File: config.mk
export PLATFORM = sky130hd
export DESIGN_NAME = rs_pool
export DESIGN_NICKNAME = d
export VERILOG_FILES = /design/src/rtl/rs_pkg.sv /design/src/rtl/rs_rat.sv /design/src/rtl/rs_entry.sv /design/src/rtl/rs_select.sv /design/src/rtl/rs_exec.sv /design/src/rtl/rs_pool.sv
export SDC_FILE = /design/constraint.sdc
export NUM_CORES = 1
export LEC_CHECK = 0
export BUFFER_PORTS_ARGS = -buffer_cell sky130_fd_sc_hd__buf_4
export CORE_UTILIZATION = 30
export DETAILED_ROUTE_END_ITERATION = 10
export HOLD_SLACK_MARGIN = 0.15
export SLEW_MARGIN = 20
export SYNTH_ARGS = -nofsm -noshare
export SYNTH_HDL_FRONTEND = slang
export SYNTH_SLANG_ARGS = --single-unit
export TNS_END_PERCENT = 1
File: constraint.sdc
create_clock -name clk_i -period 6.3 [get_ports clk_i]
set_clock_uncertainty 0.05 [all_clocks]
set_input_delay 0.63 -clock clk_i [delete_from_list [all_inputs] [get_ports clk_i]]
set_output_delay 0.63 -clock clk_i [all_outputs]
set_load 0.05 [all_outputs]
File: src/rtl/rs_pkg.sv
package rs_pkg;
  typedef enum logic [1:0] {
    OP_ADD = 2'd0,
    OP_SUB = 2'd1,
    OP_AND = 2'd2,
    OP_XOR = 2'd3
  } op_e;
endpackage

File: src/rtl/rs_rat.sv
module rs_rat #(
  parameter int unsigned NUM_REGS = 8,
  parameter int unsigned DATA_W   = 16,
  parameter int unsigned TAG_W    = 2,
  parameter int unsigned REG_W    = 3
) (
  input  logic              clk_i,
  input  logic              rst_ni,
  input  logic [REG_W-1:0]  src_a_i,
  input  logic [REG_W-1:0]  src_b_i,
  output logic [DATA_W-1:0] a_val_o,
  output logic              a_pend_o,
  output logic [TAG_W-1:0]  a_tag_o,
  output logic [DATA_W-1:0] b_val_o,
  output logic              b_pend_o,
  output logic [TAG_W-1:0]  b_tag_o,
  input  logic              alloc_i,
  input  logic [REG_W-1:0]  alloc_rd_i,
  input  logic [TAG_W-1:0]  alloc_tag_i,
  input  logic              cdb_valid_i,
  input  logic [TAG_W-1:0]  cdb_tag_i,
  input  logic [DATA_W-1:0] cdb_data_i,
  input  logic [REG_W-1:0]  obs_addr_i,
  output logic [DATA_W-1:0] obs_data_o,
  output logic              obs_pend_o
);

  logic [DATA_W-1:0] rf_q   [NUM_REGS];
  logic [TAG_W-1:0]  tag_q  [NUM_REGS];
  logic [NUM_REGS-1:0] pend_q;

  for (genvar r = 0; r < NUM_REGS; r++) begin : g_reg
    logic hit;
    logic ren;
    assign hit = cdb_valid_i && pend_q[r] && (tag_q[r] == cdb_tag_i);
    assign ren = alloc_i && (alloc_rd_i == REG_W'(r));

    always_ff @(posedge clk_i or negedge rst_ni) begin
      if (!rst_ni) begin
        rf_q[r]   <= DATA_W'(17 * r + 5);
        tag_q[r]  <= '0;
        pend_q[r] <= 1'b0;
      end else begin
        if (hit) rf_q[r] <= cdb_data_i;
        // rename wins over the clear of an older producer
        if (ren) begin
          pend_q[r] <= 1'b1;
          tag_q[r]  <= alloc_tag_i;
        end else if (hit) begin
          pend_q[r] <= 1'b0;
        end
      end
    end
  end

  assign a_val_o    = rf_q[src_a_i];
  assign a_pend_o   = pend_q[src_a_i];
  assign a_tag_o    = tag_q[src_a_i];
  assign b_val_o    = rf_q[src_b_i];
  assign b_pend_o   = pend_q[src_b_i];
  assign b_tag_o    = tag_q[src_b_i];
  assign obs_data_o = rf_q[obs_addr_i];
  assign obs_pend_o = pend_q[obs_addr_i];

endmodule

File: src/rtl/rs_entry.sv
module rs_entry #(
  parameter int unsigned DATA_W = 16,
  parameter int unsigned TAG_W  = 2
) (
  input  logic              clk_i,
  input  logic              rst_ni,
  input  logic              alloc_i,
  input  rs_pkg::op_e       alloc_op_i,
  input  logic              alloc_a_rdy_i,
  input  logic [TAG_W-1:0]  alloc_a_tag_i,
  input  logic [DATA_W-1:0] alloc_a_val_i,
  input  logic              alloc_b_rdy_i,
  input  logic [TAG_W-1:0]  alloc_b_tag_i,
  input  logic [DATA_W-1:0] alloc_b_val_i,
  input  logic              disp_i,
  input  logic              free_i,
  input  logic              cdb_valid_i,
  input  logic [TAG_W-1:0]  cdb_tag_i,
  input  logic [DATA_W-1:0] cdb_data_i,
  output logic              busy_o,
  output logic              req_o,
  output logic              a_rdy_o,
  output logic              b_rdy_o,
  output rs_pkg::op_e       op_o,
  output logic [DATA_W-1:0] a_o,
  output logic [DATA_W-1:0] b_o
);

  logic              busy_q, sent_q;
  logic              a_rdy_q, b_rdy_q;
  logic [TAG_W-1:0]  a_tag_q, b_tag_q;
  logic [DATA_W-1:0] a_q, b_q;
  rs_pkg::op_e       op_q;
  logic              a_wake, b_wake;

  assign a_wake = busy_q && !a_rdy_q && cdb_valid_i && (cdb_tag_i == a_tag_q);
  assign b_wake = busy_q && !b_rdy_q && cdb_valid_i && (cdb_tag_i == b_tag_q);

  always_ff @(posedge clk_i or negedge rst_ni) begin
    if (!rst_ni) begin
      busy_q  <= 1'b0;
      sent_q  <= 1'b0;
      a_rdy_q <= 1'b0;
      b_rdy_q <= 1'b0;
      a_tag_q <= '0;
      b_tag_q <= '0;
      a_q     <= '0;
      b_q     <= '0;
      op_q    <= rs_pkg::OP_ADD;
    end else if (alloc_i) begin
      busy_q  <= 1'b1;
      sent_q  <= 1'b0;
      op_q    <= alloc_op_i;
      a_rdy_q <= alloc_a_rdy_i;
      a_tag_q <= alloc_a_tag_i;
      a_q     <= alloc_a_val_i;
      b_rdy_q <= alloc_b_rdy_i;
      b_tag_q <= alloc_b_tag_i;
      b_q     <= alloc_b_val_i;
    end else begin
      if (free_i) busy_q <= 1'b0;
      if (disp_i) sent_q <= 1'b1;
      if (a_wake) begin
        a_q     <= cdb_data_i;
        a_rdy_q <= 1'b1;
      end
      if (b_wake) begin
        b_q     <= cdb_data_i;
        b_rdy_q <= 1'b1;
      end
    end
  end

  assign busy_o  = busy_q;
  assign req_o   = busy_q && !sent_q && a_rdy_q && b_rdy_q;
  assign a_rdy_o = a_rdy_q;
  assign b_rdy_o = b_rdy_q;
  assign op_o    = op_q;
  assign a_o     = a_q;
  assign b_o     = b_q;

endmodule

File: src/rtl/rs_select.sv
module rs_select #(
  parameter int unsigned NUM_RS = 3,
  parameter int unsigned TAG_W  = 2
) (
  input  logic              clk_i,
  input  logic              rst_ni,
  input  logic              alloc_i,
  input  logic [TAG_W-1:0]  alloc_idx_i,
  input  logic [NUM_RS-1:0] req_i,
  output logic              gnt_valid_o,
  output logic [TAG_W-1:0]  gnt_idx_o
);

  // older_q[i][j]: station i was allocated before station j
  logic [NUM_RS-1:0] older_q [NUM_RS];
  logic [NUM_RS-1:0] gnt_vec;
  logic [NUM_RS-1:0] blocked;

  always_ff @(posedge clk_i or negedge rst_ni) begin
    if (!rst_ni) begin
      for (int i = 0; i < NUM_RS; i++) older_q[i] <= '0;
    end else if (alloc_i) begin
      for (int j = 0; j < NUM_RS; j++) begin
        older_q[alloc_idx_i][j] <= 1'b0;
        if (TAG_W'(j) != alloc_idx_i) older_q[j][alloc_idx_i] <= 1'b1;
      end
    end
  end

  always_comb begin
    blocked = '0;
    for (int i = 0; i < NUM_RS; i++) begin
      for (int j = 0; j < NUM_RS; j++) begin
        if (req_i[j] && older_q[j][i]) blocked[i] = 1'b1;
      end
    end
    gnt_vec = req_i & ~blocked;
  end

  always_comb begin
    gnt_idx_o = '0;
    for (int i = 0; i < NUM_RS; i++) begin
      if (gnt_vec[i]) gnt_idx_o = TAG_W'(i);
    end
  end

  assign gnt_valid_o = |gnt_vec;

endmodule

File: src/rtl/rs_exec.sv
module rs_exec #(
  parameter int unsigned DATA_W = 16,
  parameter int unsigned TAG_W  = 2,
  parameter int unsigned LAT    = 2
) (
  input  logic              clk_i,
  input  logic              rst_ni,
  input  logic              in_valid_i,
  input  rs_pkg::op_e       in_op_i,
  input  logic [DATA_W-1:0] in_a_i,
  input  logic [DATA_W-1:0] in_b_i,
  input  logic [TAG_W-1:0]  in_tag_i,
  output logic              out_valid_o,
  output logic [TAG_W-1:0]  out_tag_o,
  output logic [DATA_W-1:0] out_data_o
);

  logic [DATA_W-1:0] res;
  logic [LAT-1:0]    v_q;
  logic [TAG_W-1:0]  tag_q [LAT];
  logic [DATA_W-1:0] dat_q [LAT];

  always_comb begin
    unique case (in_op_i)
      rs_pkg::OP_ADD: res = in_a_i + in_b_i;
      rs_pkg::OP_SUB: res = in_a_i - in_b_i;
      rs_pkg::OP_AND: res = in_a_i & in_b_i;
      default:        res = in_a_i ^ in_b_i;
    endcase
  end

  always_ff @(posedge clk_i or negedge rst_ni) begin
    if (!rst_ni) begin
      v_q <= '0;
    end else begin
      v_q[0] <= in_valid_i;
      for (int s = 1; s < LAT; s++) v_q[s] <= v_q[s-1];
    end
  end

  always_ff @(posedge clk_i) begin
    tag_q[0] <= in_tag_i;
    dat_q[0] <= res;
    for (int s = 1; s < LAT; s++) begin
      tag_q[s] <= tag_q[s-1];
      dat_q[s] <= dat_q[s-1];
    end
  end

  assign out_valid_o = v_q[LAT-1];
  assign out_tag_o   = tag_q[LAT-1];
  assign out_data_o  = dat_q[LAT-1];

endmodule

File: src/rtl/rs_pool.sv
module rs_pool #(
  parameter int unsigned NUM_RS   = 3,
  parameter int unsigned NUM_REGS = 8,
  parameter int unsigned DATA_W   = 16,
  parameter int unsigned EXEC_LAT = 2,
  parameter int unsigned TAG_W    = (NUM_RS > 1) ? $clog2(NUM_RS) : 1,
  parameter int unsigned REG_W    = (NUM_REGS > 1) ? $clog2(NUM_REGS) : 1
) (
  input  logic              clk_i,
  input  logic              rst_ni,
  input  logic              issue_valid_i,
  output logic              issue_ready_o,
  output logic [TAG_W-1:0]  issue_tag_o,
  input  logic [1:0]        issue_op_i,
  input  logic [REG_W-1:0]  issue_rd_i,
  input  logic [REG_W-1:0]  issue_rs1_i,
  input  logic [REG_W-1:0]  issue_rs2_i,
  output logic              cdb_valid_o,
  output logic [TAG_W-1:0]  cdb_tag_o,
  output logic [DATA_W-1:0] cdb_data_o,
  input  logic [REG_W-1:0]  rf_raddr_i,
  output logic [DATA_W-1:0] rf_rdata_o,
  output logic              rf_pending_o
);

  logic [NUM_RS-1:0] busy_vec, req_vec, rdy_a_vec, rdy_b_vec;
  logic              accept;
  logic [TAG_W-1:0]  alloc_idx;

  logic [DATA_W-1:0] ra_val, rb_val;
  logic              ra_pend, rb_pend;
  logic [TAG_W-1:0]  ra_tag, rb_tag;
  logic              a_rdy, b_rdy;
  logic [DATA_W-1:0] a_val, b_val;
  logic              a_hit, b_hit;

  logic              gnt_valid;
  logic [TAG_W-1:0]  gnt_idx;

  logic              bus_v;
  logic [TAG_W-1:0]  bus_tag;
  logic [DATA_W-1:0] bus_data;

  rs_pkg::op_e       ent_op [NUM_RS];
  logic [DATA_W-1:0] ent_a  [NUM_RS];
  logic [DATA_W-1:0] ent_b  [NUM_RS];

  always_comb begin
    alloc_idx = '0;
    for (int i = NUM_RS - 1; i >= 0; i--) begin
      if (!busy_vec[i]) alloc_idx = TAG_W'(i);
    end
  end

  assign issue_ready_o = ~&busy_vec;
  assign issue_tag_o   = alloc_idx;
  assign accept        = issue_valid_i && issue_ready_o;

  rs_rat #(
    .NUM_REGS (NUM_REGS),
    .DATA_W   (DATA_W),
    .TAG_W    (TAG_W),
    .REG_W    (REG_W)
  ) i_rat (
    .clk_i       (clk_i),
    .rst_ni      (rst_ni),
    .src_a_i     (issue_rs1_i),
    .src_b_i     (issue_rs2_i),
    .a_val_o     (ra_val),
    .a_pend_o    (ra_pend),
    .a_tag_o     (ra_tag),
    .b_val_o     (rb_val),
    .b_pend_o    (rb_pend),
    .b_tag_o     (rb_tag),
    .alloc_i     (accept),
    .alloc_rd_i  (issue_rd_i),
    .alloc_tag_i (alloc_idx),
    .cdb_valid_i (bus_v),
    .cdb_tag_i   (bus_tag),
    .cdb_data_i  (bus_data),
    .obs_addr_i  (rf_raddr_i),
    .obs_data_o  (rf_rdata_o),
    .obs_pend_o  (rf_pending_o)
  );

  // a source whose producer broadcasts this cycle is taken from the bus
  assign a_hit = ra_pend && bus_v && (bus_tag == ra_tag);
  assign b_hit = rb_pend && bus_v && (bus_tag == rb_tag);
  assign a_rdy = !ra_pend || a_hit;
  assign b_rdy = !rb_pend || b_hit;
  assign a_val = a_hit ? bus_data : ra_val;
  assign b_val = b_hit ? bus_data : rb_val;

  for (genvar i = 0; i < NUM_RS; i++) begin : g_ent
    logic sel, disp, fre;
    assign sel  = accept && (alloc_idx == TAG_W'(i));
    assign disp = gnt_valid && (gnt_idx == TAG_W'(i));
    assign fre  = bus_v && (bus_tag == TAG_W'(i));

    rs_entry #(
      .DATA_W (DATA_W),
      .TAG_W  (TAG_W)
    ) i_entry (
      .clk_i         (clk_i),
      .rst_ni        (rst_ni),
      .alloc_i       (sel),
      .alloc_op_i    (rs_pkg::op_e'(issue_op_i)),
      .alloc_a_rdy_i (a_rdy),
      .alloc_a_tag_i (ra_tag),
      .alloc_a_val_i (a_val),
      .alloc_b_rdy_i (b_rdy),
      .alloc_b_tag_i (rb_tag),
      .alloc_b_val_i (b_val),
      .disp_i        (disp),
      .free_i        (fre),
      .cdb_valid_i   (bus_v),
      .cdb_tag_i     (bus_tag),
      .cdb_data_i    (bus_data),
      .busy_o        (busy_vec[i]),
      .req_o         (req_vec[i]),
      .a_rdy_o       (rdy_a_vec[i]),
      .b_rdy_o       (rdy_b_vec[i]),
      .op_o          (ent_op[i]),
      .a_o           (ent_a[i]),
      .b_o           (ent_b[i])
    );
  end

  rs_select #(
    .NUM_RS (NUM_RS),
    .TAG_W  (TAG_W)
  ) i_select (
    .clk_i       (clk_i),
    .rst_ni      (rst_ni),
    .alloc_i     (accept),
    .alloc_idx_i (alloc_idx),
    .req_i       (req_vec),
    .gnt_valid_o (gnt_valid),
    .gnt_idx_o   (gnt_idx)
  );

  rs_exec #(
    .DATA_W (DATA_W),
    .TAG_W  (TAG_W),
    .LAT    (EXEC_LAT)
  ) i_exec (
    .clk_i       (clk_i),
    .rst_ni      (rst_ni),
    .in_valid_i  (gnt_valid),
    .in_op_i     (ent_op[gnt_idx]),
    .in_a_i      (ent_a[gnt_idx]),
    .in_b_i      (ent_b[gnt_idx]),
    .in_tag_i    (gnt_idx),
    .out_valid_o (bus_v),
    .out_tag_o   (bus_tag),
    .out_data_o  (bus_data)
  );

  assign cdb_valid_o = bus_v;
  assign cdb_tag_o   = bus_tag;
  assign cdb_data_o  = bus_data;

endmodule

==> impl_metrics.env, run 1 <==
export IMPL_power_per_cell_area_nw_per_um2=561
export IMPL_cell_row_count=92
export IMPL_tritoncts_num_buffers=39
export IMPL_gr_total_overflow=0
export IMPL_critPathLaunchType="register"
export IMPL_avgSynthCellArea_sq_um=11.4
export IMPL_min_path_cells=3
export IMPL_synthesis_nets=1720
export IMPL_ff2ff_path_depth=18
export IMPL_grt_start_max_net_pins=82
export IMPL_tritoncts="done"
export IMPL_drt_first_iter_violations=963
export IMPL_grt_total_usage_pct=16.3
export IMPL_grt_pass1_vias=13200
export IMPL_final_hold_viol_count=0
export IMPL_ys_warns=0
export IMPL_grt_setup_unrepaired="false"
export IMPL_yosys_top_cell_by_area="sky130_fd_sc_hd__dfrtp_1"
export IMPL_required_worst_endpoint_ps=6750
export IMPL_floorplan_die_area_sq_um=64500
export IMPL_yosys_cell_count_top_type="sky130_fd_sc_hd__mux2_2"
export IMPL_initial_core_util_pct=30.3
export IMPL_io_pin_count=56
export IMPL_placed_area_sq_um=20200
export IMPL_worst_pin_slew_ps=1020
export IMPL_clk_path_buf_depth=3
export IMPL_num_vias=13100
export IMPL_first_pass_iters=5
export IMPL_outcome="finished, final reports clean"
export IMPL_critical_path_max_fanout=33
export IMPL_power_net_switching_w=0.00497
export IMPL_clk_pin_slew_worst_paths_ps=60
export IMPL_p_sw_share_pct=41.2
export IMPL_finalSetupViolCount=0
export IMPL_timing_final_ws_setup_ps=1050
export IMPL_worst_slew_margin_pct=31.8
export IMPL_synth_seq_area_share_pct=41.9
export IMPL_width_of_the_chip_um=254
export IMPL_synth_lib_cells_used_distinct=72
export IMPL_final_layout_size_suffix_gt1_share_pct=34.7
export IMPL_antenna_found_initial=0
export IMPL_period_share_pct=83.4
export IMPL_synth_cells=1670
export IMPL_ir_drop_uv=211
export IMPL_cts_root_buffer="sky130_fd_sc_hd__clkbuf_16"
export IMPL_final_hold_worst_slack_ps=246
export IMPL_grt_first_pass_wirelength_um=81000
export IMPL_synth_edff_count=0
export IMPL_detail_route_antenna_nets=0
export IMPL_clock_sinks=325
export IMPL_clock_network_power_share_pct=18.4
export IMPL_critPathCaptureType="register"
export IMPL_comb_power_share_pct=48.6
export IMPL_globalplace_congestion=0.849
export IMPL_final_core_util_pct=34.2
export IMPL_finalNetCount=1711
export IMPL_dp_hpwl_um=33800
export IMPL_ys_async_sr_fraction_pct=88.9
export IMPL_total_leakage_power_nw=9.29
export IMPL_maxCapViolCount=0
export IMPL_fmax_mhz=190
export IMPL_post_route_min_period_ps=5250
export IMPL_ctsResizeCount=0
export IMPL_route_detailed_vias_per_inst=5.18
export IMPL_number_of_buffers_added_on_ports=55
export IMPL_synth_top_cell_area_share_pct=34.2
export IMPL_finish_instance_area_sq_um=21500
export IMPL_timing_final_max_slew_violations=0
export IMPL_core_sq_um=62900
export IMPL_ys_seq_elements=325
export IMPL_fp_dieH_um=254
export IMPL_route_detailed_drc=0
export IMPL_synthTopCellsByCount="264 x sky130_fd_sc_hd__mux2_2, 260 x sky130_fd_sc_hd__dfrtp_1, 195 x sky130_fd_sc_hd__nand2_1, 110 x sky130_fd_sc_hd__mux4_2, 103 x sky130_fd_sc_hd__o21ai_1"
export IMPL_fin_setup_tns_ps=0
export IMPL_clock_insertion_delay_worst_skew_ps=550
export IMPL_share_seq_of_total_power_pct=33.0
export IMPL_areaGrowthSynthToFinish_pct=12.9
export IMPL_cts_htree_levels=2
export IMPL_worst_endpoint_arrival_ps=5700
export IMPL_worstHoldPathType="input pin to register"
export IMPL_num_antenna_cells=0
export IMPL_wl_per_cell_um=20.4
export IMPL_criticalPathCategory="register to register"
export IMPL_placement_setup_worst_slack_ps=1070
export IMPL_leading_register_cell_type_out_of_synthesis="sky130_fd_sc_hd__dfrtp_1"
export IMPL_wirelength_um=51700
export IMPL_syn_cell_area_sq_um=19000
export IMPL_cellInternalPower_w=0.00708
export IMPL_netlist_top_cells_area="sky130_fd_sc_hd__dfrtp_1 34%, sky130_fd_sc_hd__mux2_2 16%, sky130_fd_sc_hd__mux4_2 13%, sky130_fd_sc_hd__dfstp_2 4.0%, sky130_fd_sc_hd__nand2_1 3.8%"
[worst max-delay path: stages, from the launching register on]
cell and delay (ps):
sky130_fd_sc_hd__dfrtp_1 380, sky130_fd_sc_hd__nand4b_2 270, sky130_fd_sc_hd__a211o_1 410, sky130_fd_sc_hd__or2_2 430, sky130_fd_sc_hd__buf_4 290, sky130_fd_sc_hd__a31oi_2 280
sky130_fd_sc_hd__inv_1 80, sky130_fd_sc_hd__ha_1 290, sky130_fd_sc_hd__mux2_2 290, sky130_fd_sc_hd__inv_1 60, sky130_fd_sc_hd__ha_1 220, sky130_fd_sc_hd__nor2b_1 140
sky130_fd_sc_hd__o31ai_1 470, sky130_fd_sc_hd__a211o_1 240, sky130_fd_sc_hd__a31oi_1 150, sky130_fd_sc_hd__a221o_1 440, sky130_fd_sc_hd__or4_1 500, sky130_fd_sc_hd__o211ai_1 90
sky130_fd_sc_hd__or3_1 120
[stage by stage]
stage	power (W)	instances
2_1_floorplan	0.00824	1670
3_3_place_gp	0.00964	2465
3_5_place_dp	0.00981	2465
4_1_cts	0.0121	2536
5_1_grt	0.0129	2536
6_report	0.0121	2536
[what timing repair did]
action	CTS	global route
hold buffers	1	0
hold endpoints to repair	55	0
buffers inserted	0	0
[registers in the layout, indices dropped and copies added, names as in the netlist, 4 cells and up, named ones only]
name	cells
i_rat.rf_q	128
i_select.older_q	5
g_ent.i_entry.op_o	6
g_ent.i_entry.a_o	48
g_ent.i_entry.b_tag_q	6
g_ent.i_entry.b_o	48
i_exec.tag_q	4
i_exec.dat_q	32
i_rat.pend_q	8
i_rat.tag_q	16
g_ent.i_entry.a_tag_q	6
[routing by layer]
layer | up-vias | share of wire, % | global-route usage, %
met4 | 0 | 2.0 | 4.80
met2 | 336 | 48 | 26.8
met5 | - | 0 | 0
met1 | 6661 | 45 | 22.2
li1 | 6057 | - | -
met3 | 79 | 4.7 | 2.36
[worst paths after layout]
kind                       slack, ps                       end                    start
max                             1050       i_exec.dat_q[0][15]  g_ent[2].i_entry.sent_q
min                              250  g_ent[0].i_entry.op_o[0]            issue_op_i[0]
max reg2reg                     1050       i_exec.dat_q[0][15]  g_ent[2].i_entry.sent_q
min reg2reg                      270       i_exec.dat_q[0][17]       i_exec.dat_q[0][1]
max in group asynchronous       4190       i_select.older_q[4]                   rst_ni
min in group asynchronous        570           i_rat.rf_q[108]                   rst_ni
[placed cells by master, fill, tap and decap left out, drive strengths merged, types with 13 or more instances in the layout]
master  Yosys  routed
xnor2      24      24
nor2       87      87
nand3      13      13
ha         32      32
dfstp      29      29
mux4      110     110
mux2i      58      58
dfrtp     260     260
a31oi      25      25
a21oi      57      57
xor2       32      32
inv        35      36
dfxtp      36      36
nand2     195     195
buf        57      87
nor3       19      19
clkbuf     81      60
o21ai     152     152
mux2      264     264
[area by class of cell]
cell class,instances,area (sq um)
multi-input cells,1172,10400
fillers,6238,41300
clock buffers,60,1140
clock inverters,10,106
repair buffers,88,674
well taps,846,1060
flip-flops and latches,325,7990
inverters,35,139
[power by group through the flow]
| stage | Combinational, W | Sequential, W | Clock (W) |
|---|---|---|---|
| after floorplan | 0.00473 | 0.00352 | 0 |
| after global placement | 0.00572 | 0.00392 | 0 |
| after detailed placement | 0.00582 | 0.00399 | 0 |
| after CTS | 0.00586 | 0.00396 | 0.00227 |
| after global routing | 0.00639 | 0.00411 | 0.00236 |
| final | 0.00586 | 0.00398 | 0.00222 |
[cell families after synthesis]
kind of cell    after synthesis  share of synthesized area [%]
compound gates              278                           8.54
xor+xnor                     56                           2.57
fa+ha+maj                    33                           2.21
buf+inv                     173                           4.09
flops                       325                           41.9
mux                         432                           31.7
simple gates                373                           8.99
Note: power is estimated with default switching activity, not from simulation.
==> inputs of run 2 (changes only) <==
==> constraint.sdc (replaced) <==
create_clock -name clk_i -period 4.75 [get_ports clk_i]
set_clock_uncertainty 0.05 [all_clocks]
set_input_delay 0.475 -clock clk_i [delete_from_list [all_inputs] [get_ports clk_i]]
set_output_delay 0.475 -clock clk_i [all_outputs]
set_load 0.05 [all_outputs]
==> impl_metrics.env, run 2 (synthesis results as in run 1) <==
export IMPL_fmax_mhz=221
export IMPL_crit_reg2reg_capture="i_exec.dat_q[0][15]"
export IMPL_width_of_the_chip_um=254
export IMPL_num_antenna_cells=0
export IMPL_largest_register_ffs=128
export IMPL_grt_pass1_vias=13800
export IMPL_timing_final_ws_setup_ps=225
export IMPL_dp_hpwl_um=33900
export IMPL_most_common_layout_cells="264 x sky130_fd_sc_hd__mux2_2, 260 x sky130_fd_sc_hd__dfrtp_1, 193 x sky130_fd_sc_hd__nand2_1"
export IMPL_timing_critical_path_cells="and4b_4, a211o_1, buf_4, or3_1, o31ai_4, inv_2, nor2_4, mux2_2, inv_1, ha_1, nor2b_1, o31ai_1, a211o_1, a31oi_1, a221o_1, or4_1, o211ai_1, or3_1"
export IMPL_first_pass_iters=5
export IMPL_worst_pin_slew_ps=1030
export IMPL_final_core_util_pct=34.4
export IMPL_gr_total_overflow=0
export IMPL_min_path_cells=2
export IMPL_placement_setup_worst_slack_ps=179
export IMPL_worstHoldPathType="input pin to register"
export IMPL_cts_htree_levels=2
export IMPL_wl_per_cell_um=20.1
export IMPL_most_frequent_standard_cell_in_the_layout_excluding_fill_and_tap_cells="sky130_fd_sc_hd__mux2_2"
export IMPL_cts_root_buffer="sky130_fd_sc_hd__clkbuf_16"
export IMPL_grt_start_max_net_pins=125
export IMPL_grt_total_usage_pct=16.3
export IMPL_required_worst_endpoint_ps=5210
export IMPL_route_detailed_vias_per_inst=5.16
export IMPL_grt_setup_unrepaired="false"
export IMPL_total_power_w=0.0159
export IMPL_grt_first_pass_wirelength_um=81200
export IMPL_criticalPathCategory="register to register"
export IMPL_clock_insertion_delay_worst_skew_ps=560
export IMPL_route_detailed_drc=0
export IMPL_outcome="finished, final reports clean"
export IMPL_critical_path_top_delay_family="compound AO/OA/AOI/OAI gates"
export IMPL_critical_path_max_fanout=8
export IMPL_number_of_buffers_added_on_ports=55
export IMPL_initial_core_util_pct=30.3
export IMPL_num_vias=13200
export IMPL_worst_slew_margin_pct=31.0
export IMPL_ff2ff_path_depth=18
export IMPL_critical_path_max_stage_delay_ps=480
export IMPL_timing_critical_path_slowest_stage_cell="sky130_fd_sc_hd__or4_1"
export IMPL_reg2reg_from="g_ent[1].i_entry.b_rdy_o"
export IMPL_critPathCaptureType="register"
export IMPL_finalNetCount=1729
export IMPL_max_flop_register="i_rat.rf_q"
export IMPL_antenna_found_initial=1
export IMPL_total_leakage_power_nw=9.36
export IMPL_floorplan_die_area_sq_um=64500
export IMPL_clk_pin_slew_worst_paths_ps=60
export IMPL_tritoncts_num_buffers=36
export IMPL_power_per_cell_area_nw_per_um2=734
export IMPL_timing_final_max_slew_violations=0
export IMPL_fin_setup_tns_ps=0
export IMPL_cell_row_count=92
export IMPL_period_share_pct=95.3
export IMPL_critPathLaunchType="register"
export IMPL_finalSetupViolCount=0
export IMPL_final_layout_size_suffix_gt1_share_pct=35.7
export IMPL_detail_route_antenna_nets=0
export IMPL_io_pin_count=56
export IMPL_post_route_min_period_ps=4520
export IMPL_r2r_slack_ps=230
export IMPL_fp_dieH_um=254
export IMPL_tritoncts="done"
export IMPL_drt_first_iter_violations=901
export IMPL_final_hold_worst_slack_ps=169
export IMPL_worst_hold_path_endpoint="i_select.older_q[1]"
export IMPL_areaGrowthSynthToFinish_pct=13.4
export IMPL_worst_endpoint_arrival_ps=4990
export IMPL_maxCapViolCount=0
export IMPL_wirelength_um=51400
export IMPL_globalplace_congestion=0.840
export IMPL_final_hold_viol_count=0
export IMPL_min_delay_start="issue_valid_i"
export IMPL_crit_buf_inv=3
export IMPL_ir_drop_uv=345
export IMPL_clk_path_buf_depth=3
export IMPL_core_sq_um=62900
export IMPL_clock_sinks=325
[run 2: cell types whose count changed in the layout (fill, tap and decap cells not counted), sizes merged]
cell	change
clkbuf	-4
bufinv	-2
clkinv	+1
dlygate4sd3	+2
inv	+1
buf	+19
[run 2: worst reg2reg max path, cell delays in order (launching register included)]
cell and delay, ps:
sky130_fd_sc_hd__dfrtp_1 420, sky130_fd_sc_hd__and4b_4 240, sky130_fd_sc_hd__a211o_1 310, sky130_fd_sc_hd__buf_4 180, sky130_fd_sc_hd__or3_1 350, sky130_fd_sc_hd__o31ai_4 80, sky130_fd_sc_hd__inv_2 120, sky130_fd_sc_hd__nor2_4 110
sky130_fd_sc_hd__mux2_2 380, sky130_fd_sc_hd__inv_1 80, sky130_fd_sc_hd__ha_1 230, sky130_fd_sc_hd__nor2b_1 140, sky130_fd_sc_hd__o31ai_1 330, sky130_fd_sc_hd__a211o_1 230, sky130_fd_sc_hd__a31oi_1 140, sky130_fd_sc_hd__a221o_1 400
sky130_fd_sc_hd__or4_1 490, sky130_fd_sc_hd__o211ai_1 90, sky130_fd_sc_hd__or3_1 110
[run 2: report_power, final]
| group | internal, W | switching, W | total (W) |
|---|---|---|---|
| Combinational | 0.00373 | 0.00410 | 0.00783 |
| Sequential | 0.00401 | 0.00130 | 0.00532 |
| Clock | 0.00155 | 0.00117 | 0.00272 |
| Total | 0.00929 | 0.00657 | 0.0159 |
[run 2: worst max-delay path by stage]
stage / startpoint / to / slack, ps / depth (start not counted)
finish: g_ent[1].i_entry.b_rdy_o / i_exec.dat_q[0][15] / 230 / 18
global route: g_ent[1].i_entry.b_rdy_o / i_exec.dat_q[0][15] / 10 / 21
CTS: g_ent[1].i_entry.b_rdy_o / i_exec.dat_q[0][15] / 150 / 20
detailed placement: g_ent[1].i_entry.b_rdy_o / i_exec.dat_q[0][15] / 180 / 20
global placement: g_ent[1].i_entry.b_rdy_o / i_exec.dat_q[0][15] / 220 / 20
floorplan: g_ent[1].i_entry.busy_o / i_exec.dat_q[0][15] / 150 / 21
[run 2: repair_timing]
action,4_1_cts,5_1_grt
endpoints found under the setup margin,0,1
setup buffers,0,1
gates resized for setup,0,7
hold buffers,3,0
hold endpoints to repair,66,0
[run 2: layer usage]
| layer | vias to the layer above | part of all wire [%] | GRT usage [%] | routed length (um) |
|---|---|---|---|---|
| met2 | 353 | 48 | 27.0 | 24700 |
| met1 | 6656 | 45 | 22.1 | 23100 |
| met4 | 0 | 2.2 | 5.18 | 1160 |
| li1 | 6079 | - | - | - |
| met5 | - | 0 | 0 | 0 |
| met3 | 77 | 4.9 | 2.11 | 2500 |
[run 2: final cells by class]
cell class              instances  area, sq um
clock buffers                  56         1070
repair buffers                109          858
flip-flops and latches        325         7990
inverters                      35          139
well taps                     846         1060
multi-input cells            1172        10400
fillers                      6254        41200
clock inverters                10         61.3
[run 2: per-stage QoR]
stage          instances  cell area [sq um]
2_1_floorplan       1670              19000
3_3_place_gp        2483              20400
3_5_place_dp        2483              20400
4_1_cts             2552              21600
5_1_grt             2553              21600
6_report            2553              21600
